==> src/rtl/xgx_map_pkg.sv <==
package xgx_map_pkg;

   localparam logic [7:0] CH_COMMA = 8'hBC;   // K28.5
   localparam logic [7:0] CH_ALIGN = 8'h7C;   // K28.3
   localparam logic [7:0] CH_SKIP  = 8'h1C;   // K28.0
   localparam logic [7:0] CH_START = 8'hFB;   // K27.7
   localparam logic [7:0] CH_BAD   = 8'hFE;   // error character

   typedef enum logic [2:0] {
      CLS_DATA,
      CLS_IDLE,
      CLS_COMMA,
      CLS_ALIGN,
      CLS_SKIP,
      CLS_START,
      CLS_OTHER,
      CLS_BAD
   } lane_cls_e;

   typedef enum logic [1:0] {
      SYM_K,
      SYM_A,
      SYM_R
   } seq_sym_e;

   function automatic logic is_fixed_ctl(input logic [7:0] b);
      return (b == CH_COMMA) || (b == CH_ALIGN) || (b == CH_SKIP) || (b == CH_START);
   endfunction

   function automatic logic is_idle_class(input lane_cls_e c);
      return (c == CLS_IDLE) || (c == CLS_COMMA) || (c == CLS_ALIGN) || (c == CLS_SKIP);
   endfunction

   function automatic logic [7:0] sym_char(input seq_sym_e s);
      case (s)
         SYM_A:   return CH_ALIGN;
         SYM_R:   return CH_SKIP;
         default: return CH_COMMA;
      endcase
   endfunction

endpackage

==> src/rtl/xgx_idle_code_reg.sv <==
module xgx_idle_code_reg
   import xgx_map_pkg::*;
#(
   parameter int          BYTE_W  = 8,
   parameter logic [7:0]  RST_VAL = 8'h07
) (
   input  logic              clk,
   input  logic              rst_n,
   input  logic              wr_en,
   input  logic [BYTE_W-1:0] wr_data,
   output logic [BYTE_W-1:0] code
);

   logic accept;

   always_comb accept = wr_en && !is_fixed_ctl(wr_data);

   always_ff @(posedge clk or negedge rst_n) begin
      if (!rst_n)      code <= RST_VAL;
      else if (accept) code <= wr_data;
   end

endmodule

==> src/rtl/xgx_lane_classify.sv <==
module xgx_lane_classify
   import xgx_map_pkg::*;
#(
   parameter int BYTE_W = 8
) (
   input  logic [BYTE_W-1:0] data,
   input  logic              ctl,
   input  logic [BYTE_W-1:0] idle_code,
   input  logic              trans_en,
   output lane_cls_e         cls
);

   always_comb begin
      if (!ctl)                    cls = CLS_DATA;
      else if (data == CH_START)   cls = CLS_START;
      else if (data == CH_COMMA)   cls = CLS_COMMA;
      else if (data == CH_ALIGN)   cls = CLS_ALIGN;
      else if (data == CH_SKIP)    cls = CLS_SKIP;
      else if (data == idle_code)  cls = trans_en ? CLS_IDLE : CLS_BAD;
      else                         cls = CLS_OTHER;
   end

endmodule

==> src/rtl/xgx_akr_seq.sv <==
module xgx_akr_seq
   import xgx_map_pkg::*;
#(
   parameter int             PRBS_W      = 7,
   parameter int             TAP_HI      = 6,
   parameter int             TAP_LO      = 5,
   parameter logic [PRBS_W-1:0] SEED     = 7'h7F,
   parameter int             A_MIN       = 16,
   parameter int             A_SPAN_BITS = 4
) (
   input  logic     clk,
   input  logic     rst_n,
   input  logic     col_idle,
   output seq_sym_e sym
);

   localparam int CNT_MAX = A_MIN - 1 + (1 << A_SPAN_BITS) - 1;
   localparam int CNT_W   = $clog2(CNT_MAX + 1);

   logic [PRBS_W-1:0] prbs_q;
   logic [CNT_W-1:0]  cnt_q;
   logic              prev_idle_q;
   logic [CNT_W-1:0]  reload;

   always_comb begin
      reload = CNT_W'(A_MIN - 1) + CNT_W'(prbs_q[A_SPAN_BITS-1:0]);
      if (!prev_idle_q)         sym = SYM_K;
      else if (cnt_q == '0)     sym = SYM_A;
      else if (prbs_q[PRBS_W-1]) sym = SYM_R;
      else                      sym = SYM_K;
   end

   always_ff @(posedge clk or negedge rst_n) begin
      if (!rst_n) begin
         prbs_q      <= SEED;
         cnt_q       <= '0;
         prev_idle_q <= 1'b0;
      end else begin
         prbs_q      <= {prbs_q[PRBS_W-2:0], prbs_q[TAP_HI] ^ prbs_q[TAP_LO]};
         prev_idle_q <= col_idle;
         if (col_idle && sym == SYM_A) cnt_q <= reload;
         else if (cnt_q != '0)         cnt_q <= cnt_q - 1'b1;
      end
   end

endmodule

==> src/rtl/xgx_lane_emit.sv <==
module xgx_lane_emit
   import xgx_map_pkg::*;
#(
   parameter int BYTE_W = 8
) (
   input  lane_cls_e         cls,
   input  logic [BYTE_W-1:0] data,
   input  logic              col_idle,
   input  seq_sym_e          sym,
   output logic [BYTE_W-1:0] ch,
   output logic              kf,
   output logic              bad
);

   always_comb begin
      ch  = data;
      kf  = 1'b1;
      bad = 1'b0;
      if (col_idle && is_idle_class(cls)) begin
         ch = sym_char(sym);
      end else begin
         case (cls)
            CLS_DATA:  kf = 1'b0;
            CLS_START: ch = CH_START;
            CLS_IDLE,
            CLS_COMMA: ch = CH_COMMA;
            CLS_ALIGN: ch = CH_ALIGN;
            CLS_SKIP:  ch = CH_SKIP;
            CLS_BAD: begin
               ch  = CH_BAD;
               bad = 1'b1;
            end
            default:   ch = data;
         endcase
      end
   end

endmodule

==> src/rtl/xgx_char_mapper.sv <==
module xgx_char_mapper
   import xgx_map_pkg::*;
#(
   parameter int             LANES       = 4,
   parameter int             BYTE_W      = 8,
   parameter logic [7:0]     IDLE_RST    = 8'h07,
   parameter int             PRBS_W      = 7,
   parameter logic [6:0]     PRBS_SEED   = 7'h7F,
   parameter int             A_MIN       = 16,
   parameter int             A_SPAN_BITS = 4
) (
   input  logic                    clk,
   input  logic                    rst_n,
   input  logic                    cfg_trans_en,
   input  logic                    cfg_akr_en,
   input  logic                    cfg_xaui_en,
   input  logic                    idle_wr,
   input  logic [BYTE_W-1:0]       idle_wr_data,
   input  logic [LANES*BYTE_W-1:0] xg_data,
   input  logic [LANES-1:0]        xg_ctl,
   output logic [LANES*BYTE_W-1:0] tx_char,
   output logic [LANES-1:0]        tx_kflag,
   output logic [LANES-1:0]        tx_invalid
);

   localparam int COL_W = LANES * BYTE_W;

   if (LANES < 1) begin : g_chk_lanes
      $error("LANES must be at least 1");
   end
   if (BYTE_W != 8) begin : g_chk_byte
      $error("BYTE_W must be 8");
   end
   if (PRBS_W != 7) begin : g_chk_prbs
      $error("PRBS_W must be 7 for x^7 + x^6 + 1");
   end
   if (A_SPAN_BITS < 1 || A_SPAN_BITS >= PRBS_W) begin : g_chk_span
      $error("A_SPAN_BITS out of range");
   end
   if (A_MIN < 2) begin : g_chk_amin
      $error("A_MIN must be at least 2");
   end
   if (PRBS_SEED == '0) begin : g_chk_seed
      $error("PRBS_SEED must be nonzero");
   end

   logic [BYTE_W-1:0] idle_code;
   logic              rand_mode;
   logic              col_idle;
   seq_sym_e          sym;
   lane_cls_e         cls   [LANES];
   logic [LANES-1:0]  idle_cls;
   logic [COL_W-1:0]  nxt_char;
   logic [LANES-1:0]  nxt_k;
   logic [LANES-1:0]  nxt_bad;

   xgx_idle_code_reg #(
      .BYTE_W  (BYTE_W),
      .RST_VAL (IDLE_RST)
   ) u_idle (
      .clk     (clk),
      .rst_n   (rst_n),
      .wr_en   (idle_wr),
      .wr_data (idle_wr_data),
      .code    (idle_code)
   );

   for (genvar i = 0; i < LANES; i++) begin : g_lane
      xgx_lane_classify #(.BYTE_W(BYTE_W)) u_cls (
         .data      (xg_data[i*BYTE_W +: BYTE_W]),
         .ctl       (xg_ctl[i]),
         .idle_code (idle_code),
         .trans_en  (cfg_trans_en),
         .cls       (cls[i])
      );
      assign idle_cls[i] = is_idle_class(cls[i]);
      xgx_lane_emit #(.BYTE_W(BYTE_W)) u_emit (
         .cls      (cls[i]),
         .data     (xg_data[i*BYTE_W +: BYTE_W]),
         .col_idle (col_idle),
         .sym      (sym),
         .ch       (nxt_char[i*BYTE_W +: BYTE_W]),
         .kf       (nxt_k[i]),
         .bad      (nxt_bad[i])
      );
   end

   always_comb begin
      rand_mode = cfg_xaui_en || (cfg_trans_en && cfg_akr_en);
      col_idle  = rand_mode && (&idle_cls);
   end

   xgx_akr_seq #(
      .PRBS_W      (PRBS_W),
      .TAP_HI      (PRBS_W - 1),
      .TAP_LO      (PRBS_W - 2),
      .SEED        (PRBS_SEED),
      .A_MIN       (A_MIN),
      .A_SPAN_BITS (A_SPAN_BITS)
   ) u_seq (
      .clk      (clk),
      .rst_n    (rst_n),
      .col_idle (col_idle),
      .sym      (sym)
   );

   always_ff @(posedge clk or negedge rst_n) begin
      if (!rst_n) begin
         tx_char    <= '0;
         tx_kflag   <= '0;
         tx_invalid <= '0;
      end else begin
         tx_char    <= nxt_char;
         tx_kflag   <= nxt_k;
         tx_invalid <= nxt_bad;
      end
   end

endmodule

==> config.mk <==
export PLATFORM = sky130hd
export DESIGN_NAME = xgx_char_mapper
export DESIGN_NICKNAME = d
export VERILOG_FILES = /design/src/rtl/xgx_map_pkg.sv /design/src/rtl/xgx_idle_code_reg.sv /design/src/rtl/xgx_lane_classify.sv /design/src/rtl/xgx_akr_seq.sv /design/src/rtl/xgx_lane_emit.sv /design/src/rtl/xgx_char_mapper.sv
export SDC_FILE = /design/constraint.sdc
export NUM_CORES = 1
export LEC_CHECK = 0
export BUFFER_PORTS_ARGS = -buffer_cell sky130_fd_sc_hd__buf_4
export CORE_ASPECT_RATIO = 0.8
export CORE_MARGIN = 4
export CORE_UTILIZATION = 30
export DETAILED_ROUTE_END_ITERATION = 12
export GPL_TIMING_DRIVEN = 0
export PLACE_DENSITY = 0.6
export SLEW_MARGIN = 5
export SYNTH_ARGS = -nofsm -noshare
export SYNTH_HDL_FRONTEND = slang
export SYNTH_SLANG_ARGS = --single-unit
==> constraint.sdc <==
create_clock -name clk -period 3.8 [get_ports clk]
set_clock_uncertainty 0.15 [all_clocks]
set_input_delay 0.76 -clock clk [delete_from_list [all_inputs] [get_ports clk]]
set_output_delay 0.76 -clock clk [all_outputs]
set_load 0.02 [all_outputs]
==> results of run 1 <==
-- metrics by stage --
| stage | power (mW) | hold WS, ns | setup slack [ns] |
|---|---|---|---|
| 6_report | 1.74 | 0.204 | 0.448 |
| 5_1_grt | 1.82 | 0.208 | 0.242 |
| 4_1_cts | 1.77 | 0.205 | 0.433 |
| 3_5_place_dp | 1.02 | 0.197 | 0.240 |
| 3_3_place_gp | 1.01 | 0.196 | 0.246 |
| 2_1_floorplan | 0.877 | 0.195 | 0.814 |
-- registers in the layout, indices dropped and copies added (netlist names) --
name               count
tx_invalid             4
u_seq.prbs_q           7
tx_char               32
u_seq.cnt_q            5
tx_kflag               4
u_idle.code            8
u_seq.prev_idle_q      1
-- cells in the final DEF (no fill, tap or decap), types with 4 or more instances in the layout --
master / synthesis / final
a211oi_1: 6 / 6
a21o_1: 4 / 4
a21oi_1: 12 / 12
a31oi_1: 4 / 4
and2_1: 5 / 5
buf_4: 0 / 79
clkbuf_1: 22 / 23
clkbuf_16: 0 / 9
dfrtp_1: 51 / 51
dfstp_2: 10 / 10
ha_1: 5 / 5
inv_1: 18 / 18
mux2_2: 9 / 9
mux2i_1: 6 / 6
nand2_1: 19 / 19
nand2b_1: 8 / 8
nand3_1: 7 / 7
nand3b_1: 4 / 4
nand4_1: 16 / 16
nor2_1: 25 / 25
nor2b_1: 5 / 5
nor3_1: 12 / 12
nor4_1: 6 / 6
o21a_1: 5 / 5
o21ai_0: 12 / 12
or2_2: 4 / 4
or3_1: 8 / 8
xnor2_1: 37 / 37
xor2_1: 8 / 8
-- how the worst max path moves through the flow --
stage | to | slack [ns] | cells after the start
CTS | tx_char[14]$_DFF_PN0_ | 0.43 | 8
finish | tx_char[14]$_DFF_PN0_ | 0.45 | 8
global placement | tx_char[6]$_DFF_PN0_ | 0.25 | 8
detailed placement | tx_char[14]$_DFF_PN0_ | 0.24 | 8
global route | tx_char[6]$_DFF_PN0_ | 0.24 | 8
floorplan | u_seq.cnt_q[3]$_DFFE_PN0P_ | 0.81 | 7
-- layout make-up --
class	instances	area (um^2)
fillers	1153	7010
multi-input cells	275	1940
flip-flops and latches	61	1540
repair buffers	79	593
clock buffers	10	229
well taps	148	185
plain buffers	23	87.6
inverters	18	67.6
clock inverters	6	38.8
-- critical path, stage by stage, from the launching register on --
cell and delay [ns]:
dfstp_2 0.51, clkbuf_1 0.40, xnor2_1 0.18, nand4_1 0.15, nor4_1 0.37, nor2_1 0.23, nor4_4 0.54, nor2b_1 0.56
nor2_1 0.12
-- where the power goes --
| part | internal, mW | switching, mW |
|---|---|---|
| clock network | 0.439 | 0.301 |
| logic | 0.134 | 0.176 |
| registers | 0.684 | 0.00854 |
-- kinds of logic (layout without fill, tap and decap cells) --
family                     after synthesis  after routing  synth area share, %
muxes                                   16             16                 4.75
adders and majority gates                5              5                 1.72
and+or+nand+nor                        139            139                 22.4
AOI/OAI and AO/OA                       70             70                 13.7
DFF                                     61             61                 42.3
xor gates and xnor gates                45             45                 10.8
buffers and inverters                   41            136                 4.27
-- layer usage --
metal / track usage [%] / share of wire (%) / vias to the layer above
met5: 0 / 0 / -
met3: 4.72 / 7.5 / 15
met4: 4.70 / 1.6 / 0
met1: 19.4 / 44 / 1498
li1: - / - / 1530
met2: 23.6 / 47 / 116
==> results by group, run 1 <==
Clock network
  – Clock Tree Buf Depth: 2
  – Worst-Skew Late Latency: 0.33 ns
  – # hold bufs at CTS: 0
  – CTS tree: done
  – Clock root cell: clkbuf_16
  – H-Tree Depth: 3
  – Cts repair resizes: 0
  – Sink Count: 61
  – TritonCTS Buffers: 9
  – Clock-pin slew on the worst setup and hold paths: 0.06 ns
  – Post-CTS Setup Bufs: 0

Worst setup path
  – Critical path data required time: between 3 and 4 ns
  – Critical Path Source: u_idle.code[1]$_DFFE_PN1P_
  – Worst EP arrival: ~3.4 ns
  – Flop-to-flop setup slack: roughly 0.45 ns
  – Startpoint Class: flip-flop
  – Reg-to-Reg Start: u_idle.code[1]$_DFFE_PN1P_
  – Worst Path Max Fanout: 8
  – Crit Reg-Reg Endpoint: tx_char[14]$_DFF_PN0_
  – Critical path endpoint category: flip-flop
  – Reg2Reg Depth: 8
  – Type of the worst setup path: flip-flop to flip-flop

STA
  – Relative slew slack: 48.5%
  – Shortest period the worst path allows: ~3.4 ns
  – Final slew viol count: 0
  – Slew at the pin closest to its max-slew limit: 0.761 ns
  – Final hold vios: 0
  – # setup viols final: 0
  – Max Freq: 298 MHz
  – Final period utilization: 88.2%
  – Fin Setup TNS: 0 ns
  – RSZ-0062 raised after global routing: false

Power and ir drop
  – P_leak: between 2 and 2.5 nW
  – Power Density: 372 nW/um^2
  – Worst VDD drop: 0.215 mV

Logic synthesis
  – Top-area cell type share of the netlist area: 35.1%
  – Top FF cell, synth: dfrtp_1
  – Syn Nets: around 430
  – Synth unique cells: between 60 and 70
  – Count leader, synth: dfrtp_1
  – Warnings from Yosys: 0
  – Async SR Flop Fraction: 100%
  – Sequential fraction of the synthesis area: around 42%
  – Syn_area_per_cell: 9.64 um^2
  – Post-synthesis cell count: 377
  – Number of synthesized flops with an enable pin: 0
  – Cells taking the most area after synthesis: dfrtp_1 (35%), xnor2_1 (8.9%), dfstp_2 (7.2%)
  – Synth top cells by count: dfrtp_1 (51), xnor2_1 (37), nor2_1 (25)
  – Synth Register Bits: 61
  – Cell accounting for the most synthesized area: dfrtp_1
  – Post-synthesis cell area: 3630 um^2

GRT
  – GRT Total Usage: 14.9%
  – First-pass GRT wire length: 16.1 mm
  – Gr ovfl total: 0
  – Vias in the first global route: 3189
  – Pin count of the biggest net entering global routing: 62
  – Initial antenna violation count: 0

Placed design
  – Routability cong.: roughly 0.85
  – I/O Buffers: 79
  – Hpwl dp: 7.74 mm
  – Placed insts: 604
  – Placed Area: 4410 um^2

Hold path
  – Hold path depth: 0
  – WHS Endpoint: u_seq.prbs_q[5]$_DFF_PN1_
  – HP Class: flip-flop to flip-flop
  – Hold_sp: u_seq.prbs_q[4]$_DFF_PN1_

Floorplanning
  – Die width: 131 um
  – Die Y: 106 um
  – Rows: 35
  – CORE AREA: 11700 um^2
  – Die ar.: 14000 um^2
  – Initial Utilization: 31.1%
  – IO Pins: 90

Route
  – Routed Antenna Nets: 0
  – Final WL: 10.2 mm
  – Via count: 3159
  – Vias/cell: slightly above 5
  – Drt first pass iters: 4
  – Drt initial violations: 259
  – WL per Instance: 16.5 um
  – DRC viols: 0

Job
  – MaxCap Viol Count: 0

Cells and area
  – Antenna Cells: 0
  – Final instance area: 4680 um^2
  – Nets: 522
  – Area growth syn-to-layout: 28.8%
  – Util after Layout: 40.0%
  – Finished Layout Cells: 620
  – Share of cells above drive strength 1: approximately 27%

Status
  – Status: completed
No activity file was read; power rests on OpenSTA's default activity.
==> run 2, diff against run 1 <==
--- a/config.mk
+++ b/config.mk
@@ -5,8 +5,8 @@
 export SDC_FILE = /design/constraint.sdc
 export NUM_CORES = 1
 export LEC_CHECK = 0
-export BUFFER_PORTS_ARGS = -buffer_cell sky130_fd_sc_hd__buf_4
-export CORE_ASPECT_RATIO = 0.8
+export BUFFER_PORTS_ARGS = -buffer_cell sky130_fd_sc_hd__buf_2
+export CORE_ASPECT_RATIO = 1.25
 export CORE_MARGIN = 4
 export CORE_UTILIZATION = 30
 export DETAILED_ROUTE_END_ITERATION = 12
==> run 2 against run 1 <==
Register-to-register slack improved by 0.12 ns. Maximum frequency is 3.9% higher. Global-route usage about the same. Critical endpoint is now tx_char[6]$_DFF_PN0_.
==> results by group, run 2 (synthesis results as in run 1) <==
Worst setup path
  – Critical path endpoint category: flip-flop
  – Type of the worst setup path: flip-flop to flip-flop
  – Critical path data required time: 3.84 ns
  – Worst Path Max Fanout: 8
  – Startpoint Class: flip-flop
  – Worst EP arrival: between 3 and 4 ns

Cells and area
  – Biggest register: tx_char
  – Max reg flops: 32
  – Antenna Cells: 0
  – Largest regs: tx_char x32, u_idle.code x8, u_seq.prbs_q x7
  – Finished Layout Cells: 633
  – Util after Layout: 38.7%
  – Final instance area: 4540 um^2
  – Most frequent cells in the layout: buf_2 (79), dfrtp_1 (51), xnor2_1 (37)
  – Nets: 522
  – Area growth syn-to-layout: 25.0%
  – Fill count: 1185
  – Most common cell after layout, fill and taps aside: buf_2
  – Share of cells above drive strength 1: 26.9%

STA
  – Setup ws final: 0.573 ns
  – # setup viols final: 0
  – Relative slew slack: 47.1%
  – Final slew viol count: 0
  – Final hold vios: 0
  – Slew at the pin closest to its max-slew limit: 0.781 ns
  – Max Freq: around 310 MHz
  – Shortest period the worst path allows: 3.23 ns
  – RSZ-0062 raised after global routing: false
  – Worst hold margin: 0.207 ns
  – Final period utilization: 84.9%
  – Fin Setup TNS: 0 ns

GRT
  – Gr ovfl total: 0
  – Pin count of the biggest net entering global routing: 62
  – GRT Total Usage: 15.0%
  – Vias in the first global route: 3220
  – First-pass GRT wire length: approximately 16 mm
  – Initial antenna violation count: 0

Clock network
  – Cts repair resizes: 0
  – Clock Tree Buf Depth: 2
  – # hold bufs at CTS: 0
  – Clock root cell: clkbuf_16
  – Sink Count: 61
  – TritonCTS Buffers: 9
  – CTS tree: done
  – Clock-pin slew on the worst setup and hold paths: 0.05 ns
  – H-Tree Depth: 3
  – Worst-Skew Late Latency: 0.33 ns
  – Post-CTS Setup Bufs: 0

Route
  – Via count: about 3200
  – Met2 Wirelength: 5.20 mm
  – WL met3: 559 um
  – Top layer in use: met4
  – Drt initial violations: 192
  – Routed Antenna Nets: 0
  – WL per Instance: 15.9 um
  – DRC viols: 0
  – Final WL: about 10 mm
  – Routed length on met1: between 4 and 5 mm
  – Vias/cell: ~5
  – Drt first pass iters: 4

Floorplanning
  – CORE AREA: 11700 um^2
  – Die Y: 131 um
  – Initial Utilization: a little under a third
  – Die ar.: around 14000 um^2
  – IO Pins: 90
  – Die width: between 100 and 150 um
  – Rows: 44

Placed design
  – Hpwl dp: 7.67 mm
  – Dpl ws: 0.304 ns
  – Placed Area: 4230 um^2
  – I/O Buffers: 79
  – Routability cong.: 0.874
  – Placed insts: 617

Power and ir drop
  – Power Density: between 400 and 500 nW/um^2
  – Worst VDD drop: 0.218 mV
  – P_leak: approximately 2.0 nW
  – Final total power: ~1.8 mW

Job
  – MaxCap Viol Count: 0

Status
  – Status: completed

Hold path
  – HP Class: flip-flop to flip-flop
-- run 2: cell types whose count changed in the layout (fill, tap and decap cells not counted), sizes merged --
cell      change
bufinv        +2
clkbuf        +1
clkinvlp      -2
inv           -1
-- run 2: power breakdown --
part	leakage (nW)	switching, mW	internal (mW)
Clock	0.153	0.283	0.570
Combinational	1.13	0.174	0.110
Sequential	0.722	0.00673	0.684
-- run 2: per-layer routing --
metal	GRT usage, %	up-vias
met5	0	-
li1	-	1526
met1	17.4	1560
met2	27.0	80
met4	5.12	0
met3	3.82	10
-- run 2: path summary, 6_finish.rpt --
kind | cells after the start | to | slack (ns) | start
setup / recovery | 8 | tx_char[6]$_DFF_PN0_ | 0.57 | u_idle.code[2]$_DFFE_PN1P_
hold / removal | 0 | u_seq.prbs_q[5]$_DFF_PN1_ | 0.21 | u_seq.prbs_q[4]$_DFF_PN1_
setup reg to reg | 8 | tx_char[6]$_DFF_PN0_ | 0.57 | u_idle.code[2]$_DFFE_PN1P_
hold reg to reg | 0 | u_seq.prbs_q[5]$_DFF_PN1_ | 0.21 | u_seq.prbs_q[4]$_DFF_PN1_
max in group asynchronous | 1 | tx_char[11]$_DFF_PN0_ | 2.63 | rst_n
min in group asynchronous | 1 | tx_char[31]$_DFF_PN0_ | 0.36 | rst_n
-- run 2: final cells by class --
class	count	area, um^2	share of cell area [%]
multi-input combinational	275	1940	42.7
buffer	23	87.6	1.93
sequential	61	1540	33.9
inverter	18	67.6	1.49
tap	161	201	4.44
clock buffer	11	233	5.12
timing repair buffer	79	398	8.76
clock inverter	5	75.1	1.65
-- run 2: worst max-delay path, cell delays in order (launching register included) --
cell and delay [ns]:
dfstp_2 0.51, clkbuf_1 0.36, xnor2_1 0.17, nand4_1 0.16, nor4_1 0.36, nor2_1 0.22
nor4_4 0.52, nor2b_1 0.48, nor2_1 0.14
